`config.mk`:
```
export PLATFORM = sky130hd
export DESIGN_NAME = uart_autoflow
export DESIGN_NICKNAME = d
export VERILOG_FILES = /design/src/rtl/uart_autoflow.sv
export SDC_FILE = /design/constraint.sdc
export NUM_CORES = 1
export LEC_CHECK = 0
export ABC_AREA = 1
export BUFFER_PORTS_ARGS = -buffer_cell sky130_fd_sc_hd__buf_2
export CORE_AREA = 2 2 39 41
export CTS_CLUSTER_DIAMETER = 50
export DETAILED_ROUTE_END_ITERATION = 12
export DIE_AREA = 0 0 41 43
export PLACE_DENSITY = 0.83
export SLEW_MARGIN = 20
export SYNTH_ARGS = -nofsm -noshare
export SYNTH_HDL_FRONTEND = slang
export SYNTH_SLANG_ARGS = --single-unit
```
`constraint.sdc`:
```
create_clock -name clk -period 1.96 [get_ports clk]
set_input_delay 0.294 -clock clk [delete_from_list [all_inputs] [get_ports clk]]
set_output_delay 0.294 -clock clk [all_outputs]
set_load 0.1 [all_outputs]
```
`src/rtl/uart_autoflow.sv`:
```
module uart_autoflow #(
  parameter int LVL_W   = 6,
  parameter int RTS_HI  = 24,
  parameter int RTS_LO  = 8,
  parameter int RX_TRIG = 16
) (
  input  logic             clk,
  input  logic             rst_n,
  input  logic [7:0]       wdata,
  input  logic             feat_we,
  input  logic             ien_we,
  input  logic             mctl_we,
  input  logic             stat_rd,
  input  logic [LVL_W-1:0] rx_level,
  input  logic             tx_req,
  input  logic             tx_busy,
  input  logic             cts_n,
  input  logic             dsr_n,
  output logic             rts_n,
  output logic             dtr_n,
  output logic             tx_start,
  output logic             rx_irq,
  output logic             irq_flow
);

  localparam logic [LVL_W-1:0] HI_L   = LVL_W'(RTS_HI);
  localparam logic [LVL_W-1:0] LO_L   = LVL_W'(RTS_LO);
  localparam logic [LVL_W-1:0] TRIG_L = LVL_W'(RX_TRIG);

  if (RTS_HI <= RTS_LO) begin : g_thr_bad
    $error("RTS_HI must be strictly greater than RTS_LO");
  end

  logic       auto_rts, auto_cts, unlock;
  logic       ien_in, ien_out, pair_sel;
  logic [1:0] cts_q, dsr_q;
  logic       in_prev, full_q, stat_q;
  logic       in_s, full_d, set_ev, flow_out_n;
  logic       unused_bits;

  assign unused_bits = ^{wdata[5], wdata[3], wdata[1:0]};

  assign in_s   = pair_sel ? dsr_q[1] : cts_q[1];
  assign full_d = (rx_level >= HI_L) ? 1'b1 :
                  (rx_level <= LO_L) ? 1'b0 : full_q;
  assign set_ev = (ien_in & in_s & ~in_prev) |
                  (ien_out & auto_rts & full_d & ~full_q);

  always_ff @(posedge clk or negedge rst_n) begin
    if (!rst_n) begin
      auto_rts <= 1'b0;
      auto_cts <= 1'b0;
      unlock   <= 1'b0;
      ien_in   <= 1'b0;
      ien_out  <= 1'b0;
      pair_sel <= 1'b0;
    end else begin
      if (feat_we) begin
        auto_cts <= wdata[7];
        auto_rts <= wdata[6];
        unlock   <= wdata[4];
      end
      if (ien_we && unlock) begin
        ien_in  <= wdata[7];
        ien_out <= wdata[6];
      end
      if (mctl_we && unlock) pair_sel <= wdata[2];
    end
  end

  always_ff @(posedge clk or negedge rst_n) begin
    if (!rst_n) begin
      cts_q   <= 2'b00;
      dsr_q   <= 2'b00;
      in_prev <= 1'b0;
      full_q  <= 1'b0;
      stat_q  <= 1'b0;
    end else begin
      cts_q   <= {cts_q[0], cts_n};
      dsr_q   <= {dsr_q[0], dsr_n};
      in_prev <= in_s;
      full_q  <= full_d;
      if (set_ev)       stat_q <= 1'b1;
      else if (stat_rd) stat_q <= 1'b0;
    end
  end

  assign flow_out_n = auto_rts & full_q;
  assign rts_n      = pair_sel ? 1'b1 : flow_out_n;
  assign dtr_n      = pair_sel ? flow_out_n : 1'b1;
  assign tx_start   = tx_req & ~tx_busy & ~(auto_cts & in_s);
  assign rx_irq     = rx_level >= TRIG_L;
  assign irq_flow   = stat_q;

endmodule

```
# Yosys cells after proc, flatten, opt, wreduce, memory -nomap -nowiden
# Cells that the tools add are included.
[word_totals]
output_inout_bits = 5
inputBits = 24
ff_bits = 13
[op_classes]
bitwise = 14
n_reduce_logical = 3
n_lt_le_gt_ge = 3
mux = 7
[ops]
columns = ["cell", "count"]
rows = [
  ["$ge A6 B5 Y1 const B", 2],
  ["$and A1 B1 Y1", 9],
  ["$mux W1", 7],
  ["$le A6 B4 Y1 const B", 1],
  ["$not A1 Y1", 4],
  ["$logic_and A1 B1 Y1", 2],
  ["$reduce_bool A2 Y1", 1],
  ["$or A1 B1 Y1", 1],
]

# Logic depth before layout (Yosys ltp)
# Gate-level depths: netlist (run 1).
[logic_depth]
word_depth = 7
depth_mapped = 6
ltp_nobuf = 6

# Worst setup path after synthesis (run 1)
# No wires, ideal clock.
[synth_path]
path_type = "reg-to-output"
startpoint = "register full_q"
endpoint = "output port dtr_n"
setup_slack_ps = -826
arrival_ps = 2492
path_stages_with_launch = 3
path_buffers = 0
path_cell_list = "dfrtp_1 > inv_1 > o21ai_0"
[synth_between]
elab_chain_len = 2
[synth_lines]
columns = ["element", "line", "source"]
rows = [
  ["start: declaration", "37", "logic in_prev, full_q, stat_q;"],
  ["start signal: assignment", "82", "full_q <= full_d;"],
  ["$and A1 B1 Y1", "88", "assign flow_out_n = auto_rts & full_q;"],
  ["$mux W1", "90", "assign dtr_n = pair_sel ? flow_out_n : 1'b1;"],
  ["end: declaration", "20", "output logic dtr_n,"],
]
# No other way between the ends.

# Worst setup path in the final report (run 1)
[layout_path]
startpoint = "register pair_sel"
endpoint = "output port tx_start"
[layout_between]
elab_chain_len = 4
[layout_lines]
columns = ["element", "line", "source"]
rows = [
  ["start: declaration", "35", "logic ien_in, ien_out, pair_sel;"],
  ["start signal: assignment", "67", "if (mctl_we && unlock) pair_sel <= wdata[2];"],
  ["$mux W1", "43", "assign in_s = pair_sel ? dsr_q[1] : cts_q[1];"],
  ["via in_s", "38", "logic in_s, full_d, set_ev, flow_out_n;"],
  ["$and A1 B1 Y1", "91", "assign tx_start = tx_req & ~tx_busy & ~(auto_cts & in_s);"],
  ["$not A1 Y1", "91", ""],
  ["$and A1 B1 Y1", "91", ""],
  ["end: declaration", "21", "output logic tx_start,"],
]
# The timed path passes the listed nets, and every way through them passes these cells.

==> impl_metrics.py, run 1 <==
metrics = {
    "clock_tree": {
        "cts_buffers": 3,
        "clkTransAtPathRegs_ps": 70,
        "htreeDepth": 1,
        "cts_setup_buffers": 0,
        "clock_latency_ps": 270,
        "cts_num_sinks": 13,
        "cts-root-buf": "clkbuf_4",
        "cts_resized": 0,
        "cts_tree": "built",
        "clockBufferDepth": 2,
    },
    "floorplanning": {
        "die-area_sq_um": 1760,
        "ios": 29,
        "die_w_um": 41,
        "start_util": 0.392,
        "fp-row-count": 14,
        "core_sq_um": 1380,
        "die_h_um": 43,
    },
    "global_routing": {
        "grt_pass1_vias": 434,
        "grt_pass1_wl_mm": 1.59,
        "grt-ovfl-total": 0,
        "grt_usage": 0.139,
        "grt_max_degree": 14,
        "antenna_found_initial": 0,
    },
    "logic_synthesis": {
        "synth_seq_area_share": 0.600,
        "netlist_area_sq_um": 542,
        "ys_types": 15,
        "synthCells": 57,
        "yosysWarnings": 0,
        "synth_top_cell_area_share": 0.600,
        "synth_fp_nets": 81,
        "syn_avg_cell_area_sq_um": 9.50,
        "synth_seq_cells": 13,
        "yosys.area.top_type": "dfrtp_1",
        "yosys-top-cells-area": "dfrtp_1 (60%), nand2_1 (7.6%), nor2_1 (6.2%)",
    },
    "route": {
        "drcViolationCount": 0,
        "drt-initial-drc-count": 5,
        "totalWireLength_um": 923,
        "via_per_inst": 4.44,
        "drtPass1Iterations": 2,
        "wl_per_cell_um": 9.05,
        "antenna_left": 0,
        "dr_total_vias": 453,
    },
    "cells_and_area": {
        "multi_input_comb_area_sq_um": 186,
        "fin_area_sq_um": 718,
        "nets": 111,
        "drive_gt1_frac": 0.384,
        "nFillCells": 142,
        "diodes": 0,
        "regArea_sq_um": 325,
        "area_delta_synth_final_pct": 32.6,
    },
    "setup_path": {
        "cp-start-kind": "flip-flop",
        "path_cells": "inv_1, nand2_2, nand2_2, nand2_1, nand2_1, nor2_2, buf_2",
        "worst-path-buf-inv": 2,
        "max_stage_delay_ps": 420,
        "cp_max_fo": 3,
        "critPathKind": "reg2out",
        "end_kind": "output pin",
        "cpMaxStageDelayCell": "buf_2",
        "cpLargestDelayFamily": "buffers and inverters",
        "cp.required_ps": 1670,
        "cp.arrival_ps": 1440,
    },
    "timing": {
        "rsz0062_at_grt": "no",
        "hold_viol": 0,
        "finalSetupViolCount": 0,
        "slew_viol_final": 0,
        "timing.final.crit_share": 0.884,
        "min_period_ps": 1730,
        "finClkSkew_ps": 3.35,
        "max_freq_ghz": 0.577,
        "max_slew_margin": 0.679,
        "tightest_slew_ps": 484,
    },
    "place": {
        "gp_congestion": 0.707,
        "placed_cell_area_sq_um": 682,
        "dp_hpwl_um": 787,
        "portBuffers": 24,
    },
    "pwr": {
        "power_mw": 0.682,
        "vdd_drop_max_uv": 582,
        "powerDensity_nw_per_um2": 950,
        "p_leak_nw": 0.387,
    },
    "run": {
        "maxCapViolations": 0,
    },
    "run_status": {
        "status": "completed",
    },
    "hold_path": {
        "worst_hold_path_type": "in2reg",
    },
}
## cells in the final DEF, fill, tap and decap left out
cell type and n:
nand2_1 11, clkbuf_4 3, dlygate4sd3_1 1, mux2_1 1, nand4_1 1, o21ai_0 1, nor2_1 9, clkbuf_1 1
nand2_2 3, nor2_2 1, nand3_1 1, buf_2 24, and3_1 1, o21ai_1 3, a21oi_1 2, inv_1 8
a22oi_2 1, dfrtp_1 13, mux2_4 1
## metrics by stage
| stage | util | instances | setup TNS [ps] | hold WS [ps] | setup slack, ps |
|---|---|---|---|---|---|
| 2_1_floorplan | - | 57 | -141 | -1.59 | -70.3 |
| 3_3_place_gp | 0.493 | 97 | 0 | 183 | 535 |
| 3_5_place_dp | 0.493 | 97 | 0 | 193 | 508 |
| 4_1_cts | 0.519 | 102 | 0 | 123 | 208 |
| 5_1_grt | 0.519 | 102 | 0 | 124 | 149 |
| 6_report | 0.519 | 102 | 0 | 129 | 228 |
## worst paths after layout
path	startpoint	slack (ps)	to	cells past startpoint
min reg2reg	cts_q[0]	350	cts_q[1]	0
min	dsr_n	130	dsr_q[0]	1
max reg2reg	unlock	1050	ien_out	2
min in group asynchronous	rst_n	430	auto_cts	2
max in group asynchronous	rst_n	1310	pair_sel	2
max	pair_sel	230	tx_start	7
## power by group
group / switching [mW] / total (mW) / internal (mW)
clock network: 0.0791 / 0.158 / 0.0787
logic: 0.156 / 0.209 / 0.0532
registers: 0.0161 / 0.315 / 0.299
total: 0.251 / 0.682 / 0.431
## per-layer routing
layer / GRT usage / vias up / wire (um)
met5: 0 / - / 0
met4: 0.100 / 0 / 26
met3: 0.0157 / 4 / 68
met1: 0.158 / 196 / 380
li1: - / 234 / -
met2: 0.225 / 19 / 448
## final cells by class
type,instances,area share
clock buffer,4,0.0366
inverter,8,0.0418
multi-input combinational,36,0.260
sequential,13,0.453
tap,16,0.0279
timing repair buffer,25,0.181
## worst reg2reg max path: stages (launching register included)
cell and delay, ps:
dfrtp_1 400, nand2_2 100, mux2_4 300
## state kept, by name, indices dropped and copies added (netlist names)
signal and count:
cts_q 2, unlock 1, pair_sel 1, full_q 1
dsr_q 2, irq_flow 1, ien_in 1, auto_rts 1
auto_cts 1, ien_out 1, in_prev 1
## cell usage after synthesis, drive strengths merged
master  count
a21oi       2
a22oi       1
and3        1
dfrtp      13
inv         8
mux2        2
nand2      14
nand3       1
nand4       1
nor2       10
o21ai       4
## cell families (layout without fill, tap and decap cells)
logic type             after synthesis  count (layout)  synth area share
AOI/OAI and AO/OA                    7               7            0.0785
muxes                                2               2            0.0485
buffers and inverters                8              37            0.0554
and+or+nand+nor                     27              27             0.217
DFF                                 13              13             0.600
## repair_timing
| item | in CTS | in global routing |
|---|---|---|
| hold endpoints to repair | 13 | 0 |
| hold buffers | 1 | 0 |
| setup endpoints to repair | 0 | 0 |
(Power assumes the default switching activity.)
==> run 2, diff against run 1 <==
==> constraint.sdc (replaced) <==
create_clock -name clk -period 1.96 [get_ports clk]
set_input_delay 0.294 -clock clk [delete_from_list [all_inputs] [get_ports clk]]
set_output_delay 0.294 -clock clk [all_outputs]
set_load 0.005 [all_outputs]
==> impl_metrics.py, run 2 (synthesis results as in run 1) <==
metrics = {
    "pwr": {
        "p_clk_frac": 0.271,
        "comb_power_share": 0.179,
        "p_leak_nw": 0.387,
        "intPower_mw": 0.430,
        "powerDensity_nw_per_um2": 798,
        "p_sw_mw": 0.143,
        "vdd_drop_max_uv": 433,
        "power_frac_seq": 0.550,
        "p_sw_frac": 0.250,
    },
    "timing": {
        "hold_viol": 0,
        "rsz0062_at_grt": "no",
        "slew_viol_final": 0,
        "finalWorstSetupSlack_ps": 508,
        "finalHoldWorstSlack_ps": 131,
        "min_period_ps": 1450,
        "tns_ps": 0,
        "max_slew_margin": 0.812,
        "timing.final.crit_share": 0.741,
        "finClkSkew_ps": 0.784,
        "tightest_slew_ps": 281,
        "max_freq_ghz": 0.689,
        "finalSetupViolCount": 0,
    },
    "global_routing": {
        "grt_pass1_wl_mm": 1.67,
        "antenna_found_initial": 0,
        "grt_pass1_vias": 432,
        "grt_usage": 0.141,
        "use_met3": 0.0157,
        "use_met2": 0.219,
        "busiest_layer": "met2",
        "use_met1": 0.181,
        "grt-ovfl-total": 0,
        "grt_max_degree": 14,
    },
    "setup_path": {
        "cp.arrival_ps": 1160,
        "critPathKind": "reg2out",
        "cp_max_fo": 3,
        "setup.worst_path.start": "pair_sel",
        "cp.required_ps": 1670,
        "path_cells": "inv_1, nand2_2, nand2_2, nand2_1, nand2_1, nor2_2, buf_2",
        "max_stage_delay_ps": 390,
        "cpMaxStageDelayCell": "dfrtp_1",
        "reg2reg_depth": 2,
        "end_kind": "output pin",
        "cp-start-kind": "flip-flop",
        "worst_r2r_startpoint": "unlock",
    },
    "route": {
        "drcViolationCount": 0,
        "totalWireLength_um": 947,
        "wl_per_cell_um": 9.28,
        "drtPass1Iterations": 3,
        "antenna_left": 0,
        "via_per_inst": 4.45,
        "drt-initial-drc-count": 2,
        "dr_total_vias": 454,
    },
    "clock_tree": {
        "htreeDepth": 1,
        "cts_buffers": 3,
        "cts_num_sinks": 13,
        "cts_tree": "built",
        "clock_latency_ps": 260,
        "cts-root-buf": "clkbuf_4",
        "clockBufferDepth": 2,
        "clkTransAtPathRegs_ps": 70,
    },
    "floorplanning": {
        "die_h_um": 43,
        "fp-row-count": 14,
        "die_w_um": 41,
        "core_sq_um": 1380,
        "ios": 29,
        "start_util": 0.392,
        "die-area_sq_um": 1760,
    },
    "place": {
        "gp_congestion": 0.649,
        "portBuffers": 24,
        "post-place-ws_ps": 791,
        "dp_hpwl_um": 786,
    },
    "run": {
        "maxCapViolations": 0,
    },
    "cells_and_area": {
        "area_delta_synth_final_pct": 32.6,
        "diodes": 0,
        "final_common_cell": "buf_2",
        "nFillCells": 131,
        "drive_gt1_frac": 0.384,
        "largest_registers": "cts_q x2, dsr_q x2",
        "final_cell_mix": "buf_2 (24), dfrtp_1 (13), nand2_1 (11)",
        "nets": 111,
    },
    "hold_path": {
        "worst_hold_path_type": "in2reg",
        "hp-start": "cts_n",
        "hold-path-cell-count": 1,
    },
    "run_status": {
        "status": "completed",
    },
}
==> run 2: cell counts in the layout (fill, tap and decap cells not counted) <==
No cell type changed its count.
==> run 2: through the flow <==
stage	utilization	instance area (sq um)	total power [mW]	cells
3_5_place_dp	0.493	682	0.424	97
2_1_floorplan	-	542	0.373	57
6_report	0.519	718	0.573	102
5_1_grt	0.519	718	0.613	102
3_3_place_gp	0.493	682	0.418	97
4_1_cts	0.519	718	0.579	102
==> run 2: power by group through the flow <==
stage / logic (mW) / clock network [mW] / registers, mW
CTS: 0.105 / 0.158 / 0.316
detailed placement: 0.104 / 0 / 0.321
floorplan: 0.0558 / 0 / 0.317
finish: 0.103 / 0.155 / 0.315
global route: 0.121 / 0.174 / 0.319
global placement: 0.0996 / 0 / 0.318
==> run 2: critical path: cells and delay by family, from the launching register on <==
family / cells / cell delay (ps)
buffers and inverters: 2 / 220
flip-flops: 1 / 390
AND/OR/NAND/NOR: 5 / 290
==> run 2: layout make-up <==
cell class / instances / area, sq um / area share
Sequential cell: 13 / 325 / 0.453
Timing Repair Buffer: 25 / 130 / 0.181
Multi-Input combinational cell: 36 / 186 / 0.260
Inverter: 8 / 30.0 / 0.0418
Clock buffer: 4 / 26.3 / 0.0366
Tap cell: 16 / 20.0 / 0.0279
==> run 2: path summary, 6_finish.rpt <==
path                       slack, ps       end
max                              510  tx_start
min                              130  cts_q[0]
max reg2reg                     1040   ien_out
min reg2reg                      360  dsr_q[1]
max in group asynchronous       1290  cts_q[0]
min in group asynchronous        450   ien_out
==> run 2: repair_timing <==
action                                  CTS  global route
endpoints found under the setup margin    0             0
hold endpoints to repair                 13             0
gates resized for setup                   0             0
hold buffers                              1             0
setup buffers                             0             0
==> run 2: layer usage <==
layer  vias up  share of wire  wire (um)
met2        20           0.50        469
met4         0         0.0084          8
met1       197           0.42        398
met3         2          0.073         69
met5         -              0          0
li1        235              -          -
==> run 3, diff against run 2 <==
--- a/config.mk
+++ b/config.mk
@@ -7,11 +7,11 @@
 export LEC_CHECK = 0
 export ABC_AREA = 1
 export BUFFER_PORTS_ARGS = -buffer_cell sky130_fd_sc_hd__buf_2
-export CORE_AREA = 2 2 39 41
+export CORE_MARGIN = 2
+export CORE_UTILIZATION = 37
 export CTS_CLUSTER_DIAMETER = 50
 export DETAILED_ROUTE_END_ITERATION = 12
-export DIE_AREA = 0 0 41 43
-export PLACE_DENSITY = 0.83
+export PLACE_DENSITY = 0.8
 export SLEW_MARGIN = 20
 export SYNTH_ARGS = -nofsm -noshare
 export SYNTH_HDL_FRONTEND = slang
==> constraint.sdc (replaced) <==
create_clock -name clk -period 1.3 [get_ports clk]
set_input_delay 0.195 -clock clk [delete_from_list [all_inputs] [get_ports clk]]
set_output_delay 0.195 -clock clk [all_outputs]
set_load 0.005 [all_outputs]
==> impl_metrics.py, run 3 (synthesis results as in run 1) <==
metrics = {
    "global_routing": {
        "antenna_found_initial": 0,
        "use_met3": 0.0388,
        "use_met1": 0.159,
        "grt_pass1_vias": 449,
        "use_met2": 0.215,
        "grt-ovfl-total": 0,
        "grt_pass1_wl_mm": 1.79,
        "grt_max_degree": 14,
        "busiest_layer": "met2",
        "grt_usage": 0.139,
    },
    "route": {
        "wl_per_cell_um": 9.90,
        "via_per_inst": 4.59,
        "dr_total_vias": 473,
        "drcViolationCount": 0,
        "drtPass1Iterations": 1,
        "drt-initial-drc-count": 0,
        "antenna_left": 0,
        "totalWireLength_mm": 1.02,
    },
    "timing": {
        "finalHoldWorstSlack_ps": 20.4,
        "rsz0062_at_grt": "yes",
        "tightest_slew_ps": 283,
        "slew_viol_final": 0,
        "timing.final.crit_share": 1.00,
        "max_slew_margin": 0.811,
        "hold_viol": 0,
        "finalSetupViolCount": 0,
        "max_freq_ghz": 0.769,
        "finClkSkew_ps": 1.69,
        "min_period_ps": 1300,
        "finalWorstSetupSlack_ps": 0.123,
        "tns_ps": 0,
    },
    "floorplanning": {
        "ios": 29,
        "fp-row-count": 13,
        "die-area_sq_um": 1790,
        "die_w_um": 42.3,
        "die_h_um": 42.3,
        "start_util": 0.406,
        "core_sq_um": 1330,
    },
    "setup_path": {
        "worst_r2r_startpoint": "pair_sel",
        "setup.worst_path.start": "pair_sel",
        "cp_max_fo": 3,
        "critPathKind": "reg2out",
        "cp-start-kind": "flip-flop",
        "cp.arrival_ps": 1100,
        "path_cells": "inv_2, nand2_2, nand2_2, nand2_2, nand2_2, nor2_2, buf_2",
        "cpLargestDelayFamily": "flip-flops",
        "end_kind": "output pin",
        "max_stage_delay_ps": 410,
        "cpMaxStageDelayCell": "dfrtp_1",
        "worst-path-buf-inv": 2,
        "cp.required_ps": 1110,
        "crit_path_frequent_cell": "nand2_2",
    },
    "cells_and_area": {
        "multi_input_comb_area_sq_um": 191,
        "regArea_sq_um": 325,
        "diodes": 0,
        "final_common_cell": "buf_2",
        "area_delta_synth_final_pct": 36.0,
        "nFillCells": 132,
        "final_util": 0.553,
        "final_cell_mix": "buf_2 (24), dfrtp_1 (13), nor2_1 (9), nand2_1 (9), inv_1 (7)",
        "largest_registers": "cts_q x2, dsr_q x2",
        "nets": 113,
        "drive_gt1_frac": 0.432,
    },
    "place": {
        "portBuffers": 24,
        "dp_hpwl_um": 816,
        "gp_congestion": 0.728,
        "post-place-ws_ps": 194,
    },
    "clock_tree": {
        "cts_buffers": 3,
        "clock_latency_ps": 270,
        "cts_num_sinks": 13,
        "clockBufferDepth": 2,
        "cts-root-buf": "clkbuf_4",
        "cts_tree": "built",
        "htreeDepth": 1,
        "clkTransAtPathRegs_ps": 80,
    },
    "hold_path": {
        "hp-start": "dsr_n",
        "worst_hold_path_type": "in2reg",
    },
    "run": {
        "maxCapViolations": 0,
    },
    "pwr": {
        "p_leak_nw": 0.396,
        "vdd_drop_max_uv": 635,
        "powerDensity_nw_per_um2": 1220,
    },
    "run_status": {
        "status": "completed",
    },
}
-- run 3: report_power, final --
part           internal, mW  leakage [nW]  total [mW]  switching, mW
clock                 0.119        0.0150       0.246          0.127
combinational        0.0934         0.230       0.176         0.0821
sequential            0.451         0.152       0.476         0.0257
-- run 3: per-stage QoR --
stage          std cells  power, mW  cell area [sq um]
2_1_floorplan         57      0.562                542
3_3_place_gp          96      0.633                681
3_5_place_dp          96      0.642                681
4_1_cts              103      0.905                732
5_1_grt              103      0.956                737
6_report             103      0.898                737
-- run 3: worst reg2reg max path: cells and delay by family, from the launching register on --
kind / cells / cell delay (ps)
simple gates: 3 / 220
buf+inv: 1 / 130
compound gates: 1 / 100
flops: 1 / 410
-- run 3: final timing paths --
check,slack [ps],depth (start not counted),end
max in group asynchronous,750,2,auto_cts
max reg2reg,330,5,irq_flow
min reg2reg,350,0,dsr_q[1]
max,0.1,7,tx_start
min in group asynchronous,330,2,irq_flow
min,20,1,dsr_q[0]
-- run 3: what timing repair did --
| action | 4_1_cts | 5_1_grt |
|---|---|---|
| setup buffers | 2 | 0 |
| setup endpoints to repair | 1 | 2 |
| endpoints found under the hold margin | 13 | 0 |
| hold buffers | 1 | 0 |
| resized for setup | 1 | 3 |
| pin swaps | 1 | 1 |
-- run 3: per-layer routing --
metal / routed length, um / part of all wire
met1: 413 / 0.40
met2: 498 / 0.49
met3: 79 / 0.077
met4: 28 / 0.027
met5: 0 / 0
-- run 3: cell type report --
class,count,area share
clock buffers,4,0.0357
repair buffers,27,0.197
multi-input cells,36,0.260
flip-flops and latches,13,0.441
inverters,8,0.0407
well taps,15,0.0255
